[src/rtl/slowmon_pkg.sv]
package slowmon_pkg;
  typedef enum logic {SRC_EXT = 1'b0, SRC_INT = 1'b1} src_e;
  localparam int unsigned SYNC_STAGES = 2;
endpackage

[src/rtl/slowmon_edge_sync.sv]
module slowmon_edge_sync (
  input  logic clk_i,
  input  logic rst_ni,
  input  logic xclk_i,
  output logic edge_o
);
  import slowmon_pkg::*;
  logic [SYNC_STAGES:0] sr_q;

  always_ff @(posedge clk_i or negedge rst_ni) begin
    if (!rst_ni) sr_q <= '0;
    else         sr_q <= {sr_q[SYNC_STAGES-1:0], xclk_i};
  end

  assign edge_o = sr_q[SYNC_STAGES] ^ sr_q[SYNC_STAGES-1];
endmodule

[src/rtl/slowmon_stop_timer.sv]
module slowmon_stop_timer #(
  parameter int unsigned TW = 16
) (
  input  logic          clk_i,
  input  logic          rst_ni,
  input  logic          active_i,
  input  logic          edge_i,
  input  logic          restart_i,
  input  logic [TW-1:0] timeout_i,
  output logic          hit_o
);
  localparam logic [TW-1:0] CNT_MAX = '1;
  logic [TW-1:0] cnt_q;

  always_ff @(posedge clk_i or negedge rst_ni) begin
    if (!rst_ni)                             cnt_q <= '0;
    else if (!active_i || edge_i || restart_i) cnt_q <= '0;
    else if (cnt_q != CNT_MAX)               cnt_q <= cnt_q + 1'b1;
  end

  assign hit_o = active_i && !edge_i && (cnt_q >= timeout_i);

  assert_cnt_clear_on_edge_R3: assert property (@(posedge clk_i) disable iff (!rst_ni)
    edge_i |=> cnt_q == '0);
  assert_cnt_idle_R8: assert property (@(posedge clk_i) disable iff (!rst_ni)
    !active_i |=> cnt_q == '0);
endmodule

[src/rtl/slowmon_failover_ctrl.sv]
module slowmon_failover_ctrl (
  input  logic clk_i,
  input  logic rst_ni,
  input  logic hit_i,
  input  logic backup_en_i,
  input  logic restore_i,
  input  logic irq_clr_i,
  output logic armed_o,
  output logic irq_o,
  output slowmon_pkg::src_e src_o
);
  import slowmon_pkg::*;
  logic armed_q, irq_q;
  src_e src_q;

  always_ff @(posedge clk_i or negedge rst_ni) begin
    if (!rst_ni) begin
      armed_q <= 1'b1;
      irq_q   <= 1'b0;
      src_q   <= SRC_EXT;
    end else begin
      if (hit_i) begin
        armed_q <= 1'b0;
        irq_q   <= 1'b1;
        if (backup_en_i) src_q <= SRC_INT;
      end else begin
        if (irq_clr_i) irq_q <= 1'b0;
        if (restore_i) begin
          armed_q <= 1'b1;
          src_q   <= SRC_EXT;
        end
      end
    end
  end

  assign armed_o = armed_q;
  assign irq_o   = irq_q;
  assign src_o   = src_q;

  assert_no_hit_disarmed_R6: assert property (@(posedge clk_i) disable iff (!rst_ni)
    !armed_q |-> !hit_i);
  assert_switch_disarms_R4: assert property (@(posedge clk_i) disable iff (!rst_ni)
    $rose(src_q) |-> !armed_q && irq_q);
  assert_irq_hold_R5: assert property (@(posedge clk_i) disable iff (!rst_ni)
    irq_q && !irq_clr_i |=> irq_q);
  assert_restore_rearms_R7: assert property (@(posedge clk_i) disable iff (!rst_ni)
    restore_i && !hit_i |=> armed_q && src_q == SRC_EXT);
endmodule

[src/rtl/slow_clk_monitor.sv]
module slow_clk_monitor #(
  parameter int unsigned TW = 16
) (
  input  logic          clk_i,
  input  logic          rst_ni,
  input  logic          xclk_i,
  input  logic          ext_sel_i,
  input  logic          det_en_i,
  input  logic          backup_en_i,
  input  logic [TW-1:0] timeout_i,
  input  logic          restore_i,
  input  logic          irq_clr_i,
  output logic          irq_o,
  output logic          src_int_o
);
  import slowmon_pkg::*;
  logic edge_w, hit_w, armed_w, active_w;
  src_e src_w;

  slowmon_edge_sync u_sync (
    .clk_i(clk_i), .rst_ni(rst_ni), .xclk_i(xclk_i), .edge_o(edge_w)
  );

  assign active_w = armed_w && det_en_i && ext_sel_i;

  slowmon_stop_timer #(.TW(TW)) u_timer (
    .clk_i(clk_i), .rst_ni(rst_ni), .active_i(active_w), .edge_i(edge_w),
    .restart_i(restore_i), .timeout_i(timeout_i), .hit_o(hit_w)
  );

  slowmon_failover_ctrl u_ctrl (
    .clk_i(clk_i), .rst_ni(rst_ni), .hit_i(hit_w), .backup_en_i(backup_en_i),
    .restore_i(restore_i), .irq_clr_i(irq_clr_i), .armed_o(armed_w),
    .irq_o(irq_o), .src_o(src_w)
  );

  assign src_int_o = !ext_sel_i || (src_w == SRC_INT);

  assert_gated_no_irq_R8: assert property (@(posedge clk_i) disable iff (!rst_ni)
    (!det_en_i || !ext_sel_i) && !irq_o |=> !irq_o);
  assert_int_when_unselected_R9: assert property (@(posedge clk_i) disable iff (!rst_ni)
    !ext_sel_i |-> src_int_o);
endmodule

[config.mk]
export PLATFORM = sky130hd
export DESIGN_NAME = slow_clk_monitor
export DESIGN_NICKNAME = d
export VERILOG_FILES = /design/src/rtl/slowmon_pkg.sv /design/src/rtl/slowmon_edge_sync.sv /design/src/rtl/slowmon_stop_timer.sv /design/src/rtl/slowmon_failover_ctrl.sv /design/src/rtl/slow_clk_monitor.sv
export SDC_FILE = /design/constraint.sdc
export NUM_CORES = 1
export LEC_CHECK = 0
export ABC_AREA = 1
export BUFFER_PORTS_ARGS = -buffer_cell sky130_fd_sc_hd__buf_2
export CAP_MARGIN = 40
export CELL_PAD_IN_SITES_DETAIL_PLACEMENT = 0
export CELL_PAD_IN_SITES_GLOBAL_PLACEMENT = 2
export CORE_MARGIN = 2
export CORE_UTILIZATION = 33
export CTS_BUF_LIST = sky130_fd_sc_hd__clkbuf_4
export CTS_CLUSTER_SIZE = 8
export DETAILED_ROUTE_END_ITERATION = 12
export HOLD_SLACK_MARGIN = 0.05
export PLACE_DENSITY_LB_ADDON = 0.1
export RECOVER_POWER = 50
export REMOVE_ABC_BUFFERS = 1
export SETUP_SLACK_MARGIN = 0.15
export SLEW_MARGIN = 20
export SYNTH_ARGS = -nofsm -noshare
export SYNTH_HDL_FRONTEND = slang
export SYNTH_SLANG_ARGS = --single-unit
[constraint.sdc]
create_clock -name clk_i -period 2.3 [get_ports clk_i]
set_clock_uncertainty 0.2 [all_clocks]
set_input_delay 0.23 -clock clk_i [delete_from_list [all_inputs] [get_ports clk_i]]
set_output_delay 0.23 -clock clk_i [all_outputs]
set_load 0.02 [all_outputs]
==> out/qor.txt <==
drt first pass iters = 4
Hold WS = 147.9 ps
clock-pin slew on the worst setup and hold paths = 130 ps
DRC viols = 0
final hold vios = 0
Core Region = 0.004723 mm²
number of max-cap violations = 0
EDFF count, synth = 0
Tot GR Track Use = 0.1542
Clock Latency Late Sink = 300 ps
Slew @ Worst Pin = 1293 ps
Synth warnings = 0
Starting Density = 0.3412
Net count, final = 286
worst rel slew slack = 0.1378
period utilization = 0.8451
setup TNS = 0 ps
share of cells above drive strength 1 = 0.1885
number of global-route vias before repair = 1392
flop2flop setup slack = 360 ps
Post-Place Setup Slack = 363.3 ps
critical path required time = 2320 ps
DR WL/cell = 12.03 µm
library cells used by synthesis = 25
Overall Power = 759.1 µW
Sink Count = 22
DIE WIDTH = 73.88 µm
critical path class = reg -> reg
Syn Inst Count = 211
Final Max Tran Viols = 0
Detail Route met3 WL = 163 µm
Min-Delay Path Class = in -> reg
most numerous cell in the Yosys netlist = nand2_1
Synth area leaders = dfrtp_1 33%, ha_1 13%, nand2_1 12%
dominant synthesized flop cell = dfrtp_1
CTS Buf Count = 3
Worst setup SP type = flop
Synth top cells by count = 51 x nand2_1, 38 x inv_1, 21 x dfrtp_1
Root Driver = clkbuf_4
PortBufs = 25
Boundary Pins = 26
cell area after synthesis = 0.001612 mm²
Leak Pwr = 0.001061 µW
H-tree levels = 1
post-synth top area share = 0.3261
initial DRC count = 81
synthesized area per cell = 7.638 µm²
Synth area leader = dfrtp_1
share of async-settable or async-resettable flops after synthesis = 1.000
outcome = finished, final reports clean
area delta synth->final = 18.56%
worst endpoint data arrival time = 1960 ps
Row Count = 25
Via density = 4.650
wire length on met1 = 1861 µm
met2 WL = 1684 µm
Overflow after GRT = 0
f_max = 0.5145 GHz
RSZ-0062 raised after global routing = false
Post-DRT Antenna Nets = 0
Diodes inserted = 0
peak supply drop = 0.0002553 V
initial antenna violation count = 0
setup violators final = 0
kind of end point of the critical path = flop
Yosys reg bits = 22
die area = 0.005458 mm²
first-pass GRT wire length = 6458 µm
largest net degree at the start of global routing = 23
top routing layer in use = met4
PD cells = 397.3 mW/mm²
CTS tree = built
DR vias = 1446
register area share after synthesis = 0.3424
GP Congestion = 0.8364
DPL Wire Length = 2988 µm
Die Height = 73.88 µm
Fill cells = 495
final wirelength = 3742 µm
clock buffer depth = 2
post-layout util = 0.4045
post-route setup slack = 356.3 ps
min Tclk post-route = 1944 ps
CP Max Fanout = 12
[registers in the layout (all words and copies together), names as in the netlist]
| register | count |
|---|---|
| u_timer.cnt_q | 16 |
| u_sync.sr_q | 3 |
| u_ctrl.irq_o | 1 |
| u_ctrl.src_o | 1 |
| u_ctrl.armed_o | 1 |
[cell type report]
| class | instances | area (µm²) | area share |
|---|---|---|---|
| clock inverter | 1 | 30.03 | 0.01572 |
| inverter | 38 | 142.6 | 0.07466 |
| clock buffer | 3 | 22.52 | 0.01179 |
| sequential | 22 | 551.8 | 0.2888 |
| timing repair buffer | 31 | 181.4 | 0.09496 |
| tap | 67 | 83.83 | 0.04388 |
| multi-input combinational | 149 | 898.4 | 0.4702 |
[routing by layer]
metal / vias to the layer above / GRT usage
met5: - / 0
met4: 0 / 0.02424
met3: 4 / 0.02469
met2: 37 / 0.2480
met1: 649 / 0.2213
li1: 756 / -
[stage by stage]
stage               area [µm²]  instances
detailed placement        1809        302
finish                    1911        311
global route              1911        311
floorplan                 1593        209
CTS                       1912        311
global placement          1809        302
[what timing repair did]
action,in CTS,in global routing
gates resized for setup,0,0
hold buffers,5,0
buffers inserted,0,0
endpoints found under the hold margin,26,0
[power by group]
| part | internal [µW] | switching, µW | total [µW] | leakage [µW] |
|---|---|---|---|---|
| sequential | 390 | 2.18 | 392 | 0.000297 |
| clock | 176 | 117 | 293 | 0.0000279 |
| combinational | 34.3 | 39.9 | 74.2 | 0.000736 |
[logic make-up (layout without fill, tap and decap cells)]
logic type,count (synthesis),in the layout,share of synthesized area
AND/OR/NAND/NOR,104,104,0.3206
buffers and inverters,40,73,0.1002
AO/OA/AOI/OAI,24,24,0.08308
flip-flops,22,22,0.3424
adder cells (fa/ha/maj),17,17,0.1320
XOR/XNOR,4,4,0.02174
[critical path: stages, from the launching register on]
cell and delay (ps):
dfrtp_1 460, ha_1 280, nand3_2 130, inv_1 80, nand2_1 40, inv_1 90, nand4_2 300, o21ai_0 280
[path summary, 6_finish.rpt]
kind | from | end | cells past startpoint
worst min-delay path | det_en_i | u_ctrl.src_o | 5
worst max-delay path | u_timer.cnt_q[0] | u_timer.cnt_q[1] | 7
worst max register to register | u_timer.cnt_q[0] | u_timer.cnt_q[1] | 7
min in group asynchronous | rst_ni | u_timer.cnt_q[7] | 2
max in group asynchronous | rst_ni | u_timer.cnt_q[8] | 2
worst min register to register | u_sync.sr_q[0] | u_sync.sr_q[1] | 0
[cell usage in the layout, fill, tap and decap left out]
cell | synthesis | routed
a21oi_1 | 8 | 8
a31o_2 | 2 | 2
a31oi_1 | 3 | 3
buf_2 | 0 | 24
buf_4 | 1 | 1
bufinv_16 | 0 | 1
clkbuf_1 | 0 | 1
clkbuf_4 | 0 | 3
dfrtp_1 | 21 | 21
dfstp_2 | 1 | 1
dlygate4sd3_1 | 0 | 5
ha_1 | 17 | 17
inv_1 | 38 | 38
nand2_1 | 51 | 51
nand3_1 | 15 | 15
nand3_2 | 2 | 2
nand4_1 | 7 | 7
nand4_2 | 2 | 2
nor2_1 | 14 | 14
nor2_2 | 1 | 1
nor3_1 | 3 | 3
nor3_2 | 3 | 3
nor3_4 | 2 | 2
o21ai_0 | 9 | 9
o21ai_1 | 1 | 1
o21bai_1 | 1 | 1
or2_2 | 4 | 4
xnor2_1 | 1 | 1
xor2_1 | 3 | 3
(Power assumes the default switching activity.)
